==> config.mk <==
export PLATFORM = sky130hd
export DESIGN_NAME = huff_table_builder
export DESIGN_NICKNAME = d
export VERILOG_FILES = /design/src/rtl/huff_pkg.sv /design/src/rtl/huff_freq_regs.sv /design/src/rtl/huff_merge_engine.sv /design/src/rtl/huff_canon.sv /design/src/rtl/huff_table_builder.sv
export SDC_FILE = /design/constraint.sdc
export NUM_CORES = 2
export LEC_CHECK = 0
export CORE_MARGIN = 2
export CORE_UTILIZATION = 35
export DETAILED_ROUTE_END_ITERATION = 10
export PLACE_DENSITY = 0.46
export SLEW_MARGIN = 10
export SYNTH_ARGS = -nofsm -noshare
export SYNTH_HDL_FRONTEND = slang
export SYNTH_SLANG_ARGS = --single-unit
==> constraint.sdc <==
create_clock -name clk -period 34.2 [get_ports clk]
set_input_delay 6.84 -clock clk [delete_from_list [all_inputs] [get_ports clk]]
set_output_delay 6.84 -clock clk [all_outputs]
set_load 0.01 [all_outputs]
==> src/rtl/huff_pkg.sv <==
package huff_pkg;
    parameter int NSYM    = 6;
    parameter int SYM_W   = $clog2(NSYM);
    parameter int FREQ_W  = 16;
    parameter int MAX_LEN = 5;
    parameter int LEN_W   = $clog2(MAX_LEN + 1);
    parameter int NODE_W  = FREQ_W + SYM_W;
    parameter int TOT_W   = NODE_W + LEN_W;

    typedef logic [SYM_W-1:0]   sym_t;
    typedef logic [FREQ_W-1:0]  freq_t;
    typedef logic [NODE_W-1:0]  node_w_t;
    typedef logic [LEN_W-1:0]   len_t;
    typedef logic [MAX_LEN-1:0] code_t;
    typedef logic [TOT_W-1:0]   tot_t;

    typedef freq_t   [NSYM-1:0] freq_vec_t;
    typedef node_w_t [NSYM-1:0] node_vec_t;
    typedef len_t    [NSYM-1:0] len_vec_t;
    typedef code_t   [NSYM-1:0] code_vec_t;
    typedef sym_t    [NSYM-1:0] sym_vec_t;

    typedef enum logic [1:0] {
        ENG_IDLE,
        ENG_JOIN,
        ENG_FINISH
    } eng_state_t;

    typedef struct packed {
        logic found;
        sym_t idx;
    } pick_t;

    // Smallest weight among the candidate nodes; a tie goes to the lowest index.
    function automatic pick_t pick_min(input node_vec_t w, input logic [NSYM-1:0] cand);
        pick_t   r;
        node_w_t best;
        r    = '{found: 1'b0, idx: '0};
        best = '0;
        for (int i = 0; i < NSYM; i++) begin
            if (cand[i] && (!r.found || w[i] < best)) begin
                r.found = 1'b1;
                r.idx   = sym_t'(i);
                best    = w[i];
            end
        end
        return r;
    endfunction
endpackage

==> src/rtl/huff_freq_regs.sv <==
module huff_freq_regs
    import huff_pkg::*;
(
    input  logic      clk,
    input  logic      rst,
    input  logic      wr_en,
    input  logic      lock,
    input  sym_t      wr_sym,
    input  freq_t     wr_freq,
    output freq_vec_t freq
);
    for (genvar g = 0; g < NSYM; g++) begin : g_cnt
        always_ff @(posedge clk) begin
            if (rst) begin
                freq[g] <= '0;
            end else if (wr_en && !lock && wr_sym == sym_t'(g)) begin
                freq[g] <= wr_freq;
            end
        end
    end
endmodule

==> src/rtl/huff_merge_engine.sv <==
module huff_merge_engine
    import huff_pkg::*;
(
    input  logic      clk,
    input  logic      rst,
    input  logic      start,
    input  freq_vec_t freq,
    output logic      busy,
    output logic      finish,
    output len_vec_t  depth
);
    eng_state_t      state;
    node_vec_t       wt;
    logic [NSYM-1:0] live;
    logic [NSYM-1:0] used;
    sym_vec_t        grp;

    pick_t           lo_a;
    pick_t           lo_b;
    logic [NSYM-1:0] mask_b;
    node_w_t         joined;

    always_comb begin
        lo_a   = pick_min(wt, live);
        mask_b = live;
        mask_b[lo_a.idx] = 1'b0;
        lo_b   = pick_min(wt, mask_b);
        joined = wt[lo_a.idx] + wt[lo_b.idx];
    end

    always_ff @(posedge clk) begin
        if (rst) begin
            state <= ENG_IDLE;
            wt    <= '0;
            live  <= '0;
            used  <= '0;
            grp   <= '0;
            depth <= '0;
        end else begin
            case (state)
                ENG_IDLE: begin
                    if (start) begin
                        for (int i = 0; i < NSYM; i++) begin
                            wt[i]    <= node_w_t'(freq[i]);
                            live[i]  <= (freq[i] != '0);
                            used[i]  <= (freq[i] != '0);
                            grp[i]   <= sym_t'(i);
                            depth[i] <= '0;
                        end
                        state <= ENG_JOIN;
                    end
                end
                ENG_JOIN: begin
                    if (lo_a.found && lo_b.found) begin
                        wt[lo_a.idx]   <= joined;
                        live[lo_b.idx] <= 1'b0;
                        for (int i = 0; i < NSYM; i++) begin
                            if (used[i] && (grp[i] == lo_a.idx || grp[i] == lo_b.idx)) begin
                                grp[i]   <= lo_a.idx;
                                depth[i] <= depth[i] + len_t'(1);
                            end
                        end
                    end else begin
                        // a lone surviving symbol still needs one code bit
                        for (int i = 0; i < NSYM; i++) begin
                            if (used[i] && depth[i] == '0) begin
                                depth[i] <= len_t'(1);
                            end
                        end
                        state <= ENG_FINISH;
                    end
                end
                ENG_FINISH: state <= ENG_IDLE;
                default:    state <= ENG_IDLE;
            endcase
        end
    end

    assign busy   = (state != ENG_IDLE);
    assign finish = (state == ENG_FINISH);
endmodule

==> src/rtl/huff_canon.sv <==
module huff_canon
    import huff_pkg::*;
(
    input  len_vec_t  lens,
    input  freq_vec_t freq,
    output code_vec_t codes,
    output tot_t      total
);
    code_t nxt;

    always_comb begin
        codes = '0;
        nxt   = '0;
        for (int l = 1; l <= MAX_LEN; l++) begin
            for (int i = 0; i < NSYM; i++) begin
                if (lens[i] == len_t'(l)) begin
                    codes[i] = nxt;
                    nxt      = nxt + code_t'(1);
                end
            end
            nxt = nxt << 1;
        end
    end

    always_comb begin
        total = '0;
        for (int i = 0; i < NSYM; i++) begin
            total = total + tot_t'(freq[i]) * tot_t'(lens[i]);
        end
    end
endmodule

==> src/rtl/huff_table_builder.sv <==
module huff_table_builder
    import huff_pkg::*;
(
    input  logic                         clk,
    input  logic                         rst,
    input  logic                         wr_en,
    input  logic [huff_pkg::SYM_W-1:0]   wr_sym,
    input  logic [huff_pkg::FREQ_W-1:0]  wr_freq,
    input  logic                         start,
    output logic                         busy,
    output logic                         done,
    input  logic [huff_pkg::SYM_W-1:0]   rd_sym,
    output logic [huff_pkg::LEN_W-1:0]   rd_len,
    output logic [huff_pkg::MAX_LEN-1:0] rd_code,
    output logic [huff_pkg::TOT_W-1:0]   total_bits
);
    freq_vec_t freq;
    len_vec_t  depth;
    code_vec_t codes;
    tot_t      total;
    logic      eng_busy;
    logic      finish;

    len_vec_t  len_q;
    code_vec_t code_q;
    tot_t      tot_q;
    logic      done_q;

    huff_freq_regs u_freq (
        .clk     (clk),
        .rst     (rst),
        .wr_en   (wr_en),
        .lock    (eng_busy),
        .wr_sym  (wr_sym),
        .wr_freq (wr_freq),
        .freq    (freq)
    );

    huff_merge_engine u_eng (
        .clk    (clk),
        .rst    (rst),
        .start  (start),
        .freq   (freq),
        .busy   (eng_busy),
        .finish (finish),
        .depth  (depth)
    );

    huff_canon u_canon (
        .lens  (depth),
        .freq  (freq),
        .codes (codes),
        .total (total)
    );

    always_ff @(posedge clk) begin
        if (rst) begin
            len_q  <= '0;
            code_q <= '0;
            tot_q  <= '0;
            done_q <= 1'b0;
        end else begin
            done_q <= finish;
            if (finish) begin
                len_q  <= depth;
                code_q <= codes;
                tot_q  <= total;
            end
        end
    end

    logic sym_ok;
    assign sym_ok     = (32'(rd_sym) < NSYM);
    assign rd_len     = sym_ok ? len_q[rd_sym]  : '0;
    assign rd_code    = sym_ok ? code_q[rd_sym] : '0;
    assign total_bits = tot_q;
    assign busy       = eng_busy;
    assign done       = done_q;
endmodule

; ---- After elaboration in Yosys (flattened, before gate mapping)
; Index checks and enable logic that the tools add are counted.
[word_totals]
ff_bits = 331
in_bits = 26
[op_classes]
n_mul = 6
muxes = 130
reduce_logical = 90
bitwise_logic = 4
n_addsub = 40
eq_ne = 70
magnitude_cmp = 16
[op_table]
columns = cell, n
row1 = $mux 5, 55
row2 = $mux 19, 13
row3 = $mux 114, 2
row4 = $pmux 114 s2, 1
row5 = $lt 19x19->1, 10
row6 = $add 5x1->5 const B, 23
row7 = $bmux 19 s3, 2
row8 = $bwmux 114, 1
row9 = $mul 16x3->19, 6
row10 = $reduce_bool 16->1, 6
row11 = $add 22x19->22, 4
row12 = $mux 18, 4
row13 = $pmux 18 s2, 2
row14 = $mux 4, 16
row15 = $mux 3, 20
row16 = $demux 19 s3, 1
row17 = $reduce_and 4->1, 12
row18 = $eq 3x2->1 const B, 14
row19 = $eq 3x3->1 const B, 14
row20 = $eq 3x3->1, 12
row21 = $logic_and 1x1->1, 32
row22 = $eq 3x1->1 const B, 7
row23 = $logic_not 3->1, 7
row24 = $add 19x19->20, 1
row25 = other kinds (29), 91

; ---- Depth between registers and ports, before layout
[logic_depth]
word_depth = 59
mapped_depth = 171
depth_no_buf = 147

; ---- Modules after synthesis
; A second synthesis with hierarchy kept.
[hier_totals]
cells_unflattened = 4659
hier_area_um2 = 36682.7
[by_module_without_submodules]
columns = module, area_each_um2, seq_area_each_um2, instances, cells_each
row1 = huff_merge_engine, 17245.3, 3283.1, 1, 2418
row2 = huff_canon, 12693.4, 0.0, 1, 1629
row3 = huff_freq_regs, 3829.9, 1921.8, 1, 336
row4 = huff_table_builder, 2914.0, 1421.4, 1, 276

; ---- Worst setup path after synthesis
; Ideal clock, no wire load.
[synth_path]
path_kind = reg-to-reg
from = register u_eng.live[0]
to = register u_eng.wt[75] (netlist bit)
t_required_ns = 34.108
setup_slack_ns = 3.197
arrival_time_ns = 30.911
synth_period_minus_slack_ns = 31.003
n_path_buf = 26
path_stages_with_launch = 165
path_cell_list = dfxtp_1 buf_2 buf_1 clkbuf_1 nand2_1 ha_1 nand4_1 nor3_1 or4b_1 a31oi_1 nor2b_1 clkbuf_1 clkbuf_1 a21oi_1 ha_1 a21oi_1 a31oi_1 a2111oi_0 [129 not listed] a21oi_1 o21bai_1 a21oi_1 o21bai_1 a21oi_1 o21bai_1 a21oi_1 o21bai_1 a21oi_1 o21bai_1 a21oi_1 nor2b_1 o21a_1 o41ai_1 xor2_1 xnor2_1 nand2_1 o32ai_1
[synth_between]
elab_chain_len = 54
[synth_rtl]
columns = element, line
row1 = from (decl), huff_merge_engine.sv:14  ; logic [NSYM-1:0] live;
row2 = "from (signal, indexed assignment)", huff_merge_engine.sv:45  ; live[i] <= (freq[i] != '0);
row3 = $mux 19 or $mux 4 (tied branches), huff_pkg.sv:41  ; if (cand[i] && (!r.found || w[i] < best)) begin
row4 = $lt 19x19->1 or $logic_not 1->1 (tied branches), huff_pkg.sv:41
row5 = $logic_or 1x1->1, huff_pkg.sv:41
row6 = $logic_and 1x1->1, huff_pkg.sv:41
row7 = $mux 19 or $mux 4 (tied branches), huff_pkg.sv:41
row8 = $lt 19x19->1 or $logic_not 1->1 (tied branches), huff_pkg.sv:41
row9 = $logic_or 1x1->1, huff_pkg.sv:41
row10 = $logic_and 1x1->1, huff_pkg.sv:41
row11 = [38 not listed], -
row12 = $logic_and 1x1->1, huff_pkg.sv:41
row13 = $mux 4, huff_pkg.sv:41
row14 = $bmux 19 s3, huff_merge_engine.sv:28  ; joined = wt[lo_a.idx] + wt[lo_b.idx];
row15 = $mux 19 (not written as such), huff_merge_engine.sv:28
row16 = $add 19x19->19, huff_merge_engine.sv:28
row17 = $bwmux 114, huff_merge_engine.sv:55  ; wt[lo_a.idx] <= joined;
row18 = $mux 114, huff_merge_engine.sv:54  ; if (lo_a.found && lo_b.found) begin
row19 = $pmux 114 s2, huff_merge_engine.sv:40  ; case (state)
row20 = "to (signal, indexed assignment)", huff_merge_engine.sv:44  ; wt[i] <= node_w_t'(freq[i]);
row21 = "to (signal, indexed assignment)", huff_merge_engine.sv:55
row22 = to (decl), huff_merge_engine.sv:13  ; node_vec_t wt;
; Several ways; a longest one is shown, not always the timed one. The select of a mux whose other input is x is not followed.
; A chain may end at the register's enable or synchronous reset.

; ---- Worst setup path in the final report
; Ends and elaborated chain as after synthesis.

==> impl_metrics.csv <==
group,metric,value,unit
drt,drc,0,
timing,clock_skew,0.0211,ns
timing,worst_pin_slew,1.20,ns
place,pre_cts_slack,2.07,ns
drt,num_vias,33209,
global_route,grt_max_degree,87,
critical_path,slowest_stage,"o31ai_4",
finish,drive_gt1_frac,0.0646,
global_route,first_global_vias,31821,
synth,synth_edf_count,0,
global_route,grt_pass1_wl,218,mm
finish,layout_common_cells,"nand2_1 (696), nor2_1 (453), a21oi_1 (376)",
critical_path,r2r_end,"u_eng.wt[75]$_SDFFE_PP0P_",
cts,cts_tree,"built",
hold_path,hold_depth,2,
floorplanning,start_util,0.352,
hold_path,worstHoldEndpoint,"total_bits[7]$_SDFFE_PP0P_",
synth,async_flop_share,0,
hold_path,holdCritStartpoint,"total_bits[7]$_SDFFE_PP0P_",
floorplanning,die_y,318,µm
critical_path,crit_arrival,32.35,ns
finish,fin_nets,5023,
timing,rsz0062_at_grt,"false",
timing,period_share,0.932,
timing,hold_viol_final,0,
finish,fillers,10387,
floorplanning,rows,115,
finish,area_growth,10.6,%
timing,maxSlewViolCount,0,
power_and_ir_drop,finalPower,1.53,mW
critical_path,worstSetupStartpointType,"register",
power_and_ir_drop,power_leakage,16.0,nW
synth,netlist_instances,4469,
critical_path,crit_path_max_incr_delay,0.51,ns
finish,antenna_cells,0,
synth,ys.flop_type,"dfxtp_1",
floorplanning,die_w,318,µm
finish,seqCellArea,6610,µm²
outcome,outcome,"complete, no violations",
synth,synth_fp_nets,5046,
drt,drt-pass1-iter-count,8,
finish,final_area,38200,µm²
cts,holdBufCountCts,0,
finish,fin_util,0.389,
place,postPlaceCellArea,36800,µm²
floorplanning,ios,58,
critical_path,critPathCaptureType,"register",
critical_path,reg2regPathDepth,146,
place,gp_congestion,0.992,
finish,multiInputGateArea,25800,µm²
global_route,grt_use_total,0.287,
drt,drtIter0Drc,3369,
synth,ys_seq_elements,330,
cts,path_clk_slew,0.07,ns
critical_path,critPathRequiredTime,34.69,ns
synth,ys_types,91,
power_and_ir_drop,powerDensity,39.9,nW/µm²
timing,worst_slack,2.33,ns
cts,root_buffer,"clkbuf_16",
run,cap_violations,0,
cts,cts.path.max_buffers,3,
place,dpl.hpwl,117,mm
synth,yosysWarnings,0,
drt,routed_wl,148,mm
cts,h-tree-depth,2,
timing,finalSetupViolCount,0,
place,portBuffers,57,
cts,worst_skew_pair.late_latency,0.59,ns
critical_path,path_class,"reg -> reg",
drt,ant_nets,0,
synth,syn_area,34500,µm²
timing,relSlewSlack,0.197,
finish,final_common_cell,"nand2_1",
hold_path,hold_path.class,"reg -> reg",
floorplanning,dieArea,101000,µm²
timing,max_freq,31.4,MHz
drt,wl_per_cell,25.8,µm
synth,seq_area_frac_synth,0.191,
critical_path,crit_fanout,25,
synth,syn_avg_cell_area,7.73,µm²
global_route,grt_overflow_total,0,
cts,cts_buffers,41,
floorplanning,core,98100,µm²
critical_path,worst_path_most_repeated_cell,"a21oi_1",
critical_path,ff2ff_setup_slack,2.33,ns
timing,period_minus_slack,31.87,ns
cts,cts.sinks,330,
drt,via_per_inst,5.76,
critical_path,timing.rr.start,"u_eng.live[0]$_SDFFE_PP0P_",
power_and_ir_drop,peakVddDrop,0.0000331,V
global_route,antenna_found_initial,4,
timing,tns,0,ns
==> cell type report <==
| type | instances | area share |
|---|---|---|
| Clock buffer | 57 | 0.0311 |
| Clock inverter | 15 | 0.00374 |
| Inverter | 364 | 0.0358 |
| Multi-Input combinational cell | 3532 | 0.675 |
| Sequential cell | 330 | 0.173 |
| Tap cell | 1287 | 0.0422 |
| Timing Repair Buffer | 177 | 0.0387 |
==> where the power goes <==
part / internal, mW / total, mW / switching, mW
registers: 0.404 / 0.446 / 0.0420
clock network: 0.258 / 0.448 / 0.190
logic: 0.216 / 0.631 / 0.415
total: 0.878 / 1.53 / 0.647
==> worst max path at each step <==
| stage | start | endpoint | cells after the start |
|---|---|---|---|
| 2_1_floorplan | u_eng.live[0]$_SDFFE_PP0P_ | u_eng.wt[75]$_SDFFE_PP0P_ | 164 |
| 3_3_place_gp | u_eng.live[0]$_SDFFE_PP0P_ | u_eng.wt[112]$_SDFFE_PP0P_ | 143 |
| 4_1_cts | u_eng.live[0]$_SDFFE_PP0P_ | u_eng.wt[112]$_SDFFE_PP0P_ | 140 |
| 3_5_place_dp | u_eng.live[0]$_SDFFE_PP0P_ | u_eng.wt[112]$_SDFFE_PP0P_ | 141 |
| 6_report | u_eng.live[0]$_SDFFE_PP0P_ | u_eng.wt[75]$_SDFFE_PP0P_ | 146 |
| 5_1_grt | u_eng.live[0]$_SDFFE_PP0P_ | u_eng.wt[112]$_SDFFE_PP0P_ | 149 |
==> timing repair <==
item                                    4_1_cts  5_1_grt
endpoints found under the setup margin        0       36
buffers inserted                              0        5
resized for setup                             0        7
==> routing by layer <==
metal / GRT usage / vias to the layer above / share of wire
li1: - / 15399 / -
met1: 0.422 / 16319 / 0.46
met2: 0.433 / 1284 / 0.43
met3: 0.0480 / 201 / 0.081
met4: 0.0738 / 6 / 0.027
met5: 0 / - / 0.00027
==> logic make-up after synthesis <==
logic type / count (synthesis) / synth area share
buffers and inverters: 609 / 0.0665
AO/OA/AOI/OAI: 1080 / 0.202
adder cells (fa/ha/maj): 551 / 0.251
XOR/XNOR: 123 / 0.0333
multiplexers: 140 / 0.0457
AND/OR/NAND/NOR: 1636 / 0.210
flip-flops: 330 / 0.191
==> Yosys cell counts (all sizes together) (10+ instances only) <==
cell type  number  area (µm²)
a21o           80         601
inv           364        1370
nand2         696        2610
nor2          460        1730
o31ai          11         115
nor2b          37         231
a211oi         75         563
nand3          75         375
o311ai         13         114
o22ai          29         181
mux4           10         225
o21a           39         293
nand2b         30         188
o211ai         36         275
buf            29         118
a21oi         379        1910
nor4           31         194
o21bai         19         143
mux2           31         349
mux2i          99        1000
a22oi          44         330
nor3           62         322
ha            315        3940
or3            22         138
xnor2          75         664
and2           99         619
xor2           44         393
dfxtp         330        6610
a221oi         53         464
and3           16         105
a311oi         16         140
clkbuf        216         811
fa            236        4720
o21ai         170         862
a31oi          29         203
nand4          65         407
==> registers in the layout, summed over array words and instances (netlist names) <==
name	count
u_eng.wt	114
u_freq.freq	96
code_q	29
total_bits	22
len_q	18
u_eng.depth	18
u_eng.grp	18
u_eng.live	6
u_eng.used	6
u_eng.state	2
done	1
==> worst max-delay path, delay by kind of cell (launching register included) <==
family          cells  cell delay (ns)
fa+ha+maj          12             3.72
flops               1             0.33
mux                 1             0.32
simple gates       39             6.99
compound gates     85            18.26
buf+inv             7             1.64
xor+xnor            2             0.41
==> metrics by stage <==
step,hold WS [ns],cells
finish,0.448,5762
global route,0.463,5762
CTS,0.452,5755
detailed placement,0.444,5683
global placement,0.440,5683
floorplan,0.429,4469
Note: power is estimated with default switching activity, not from simulation.
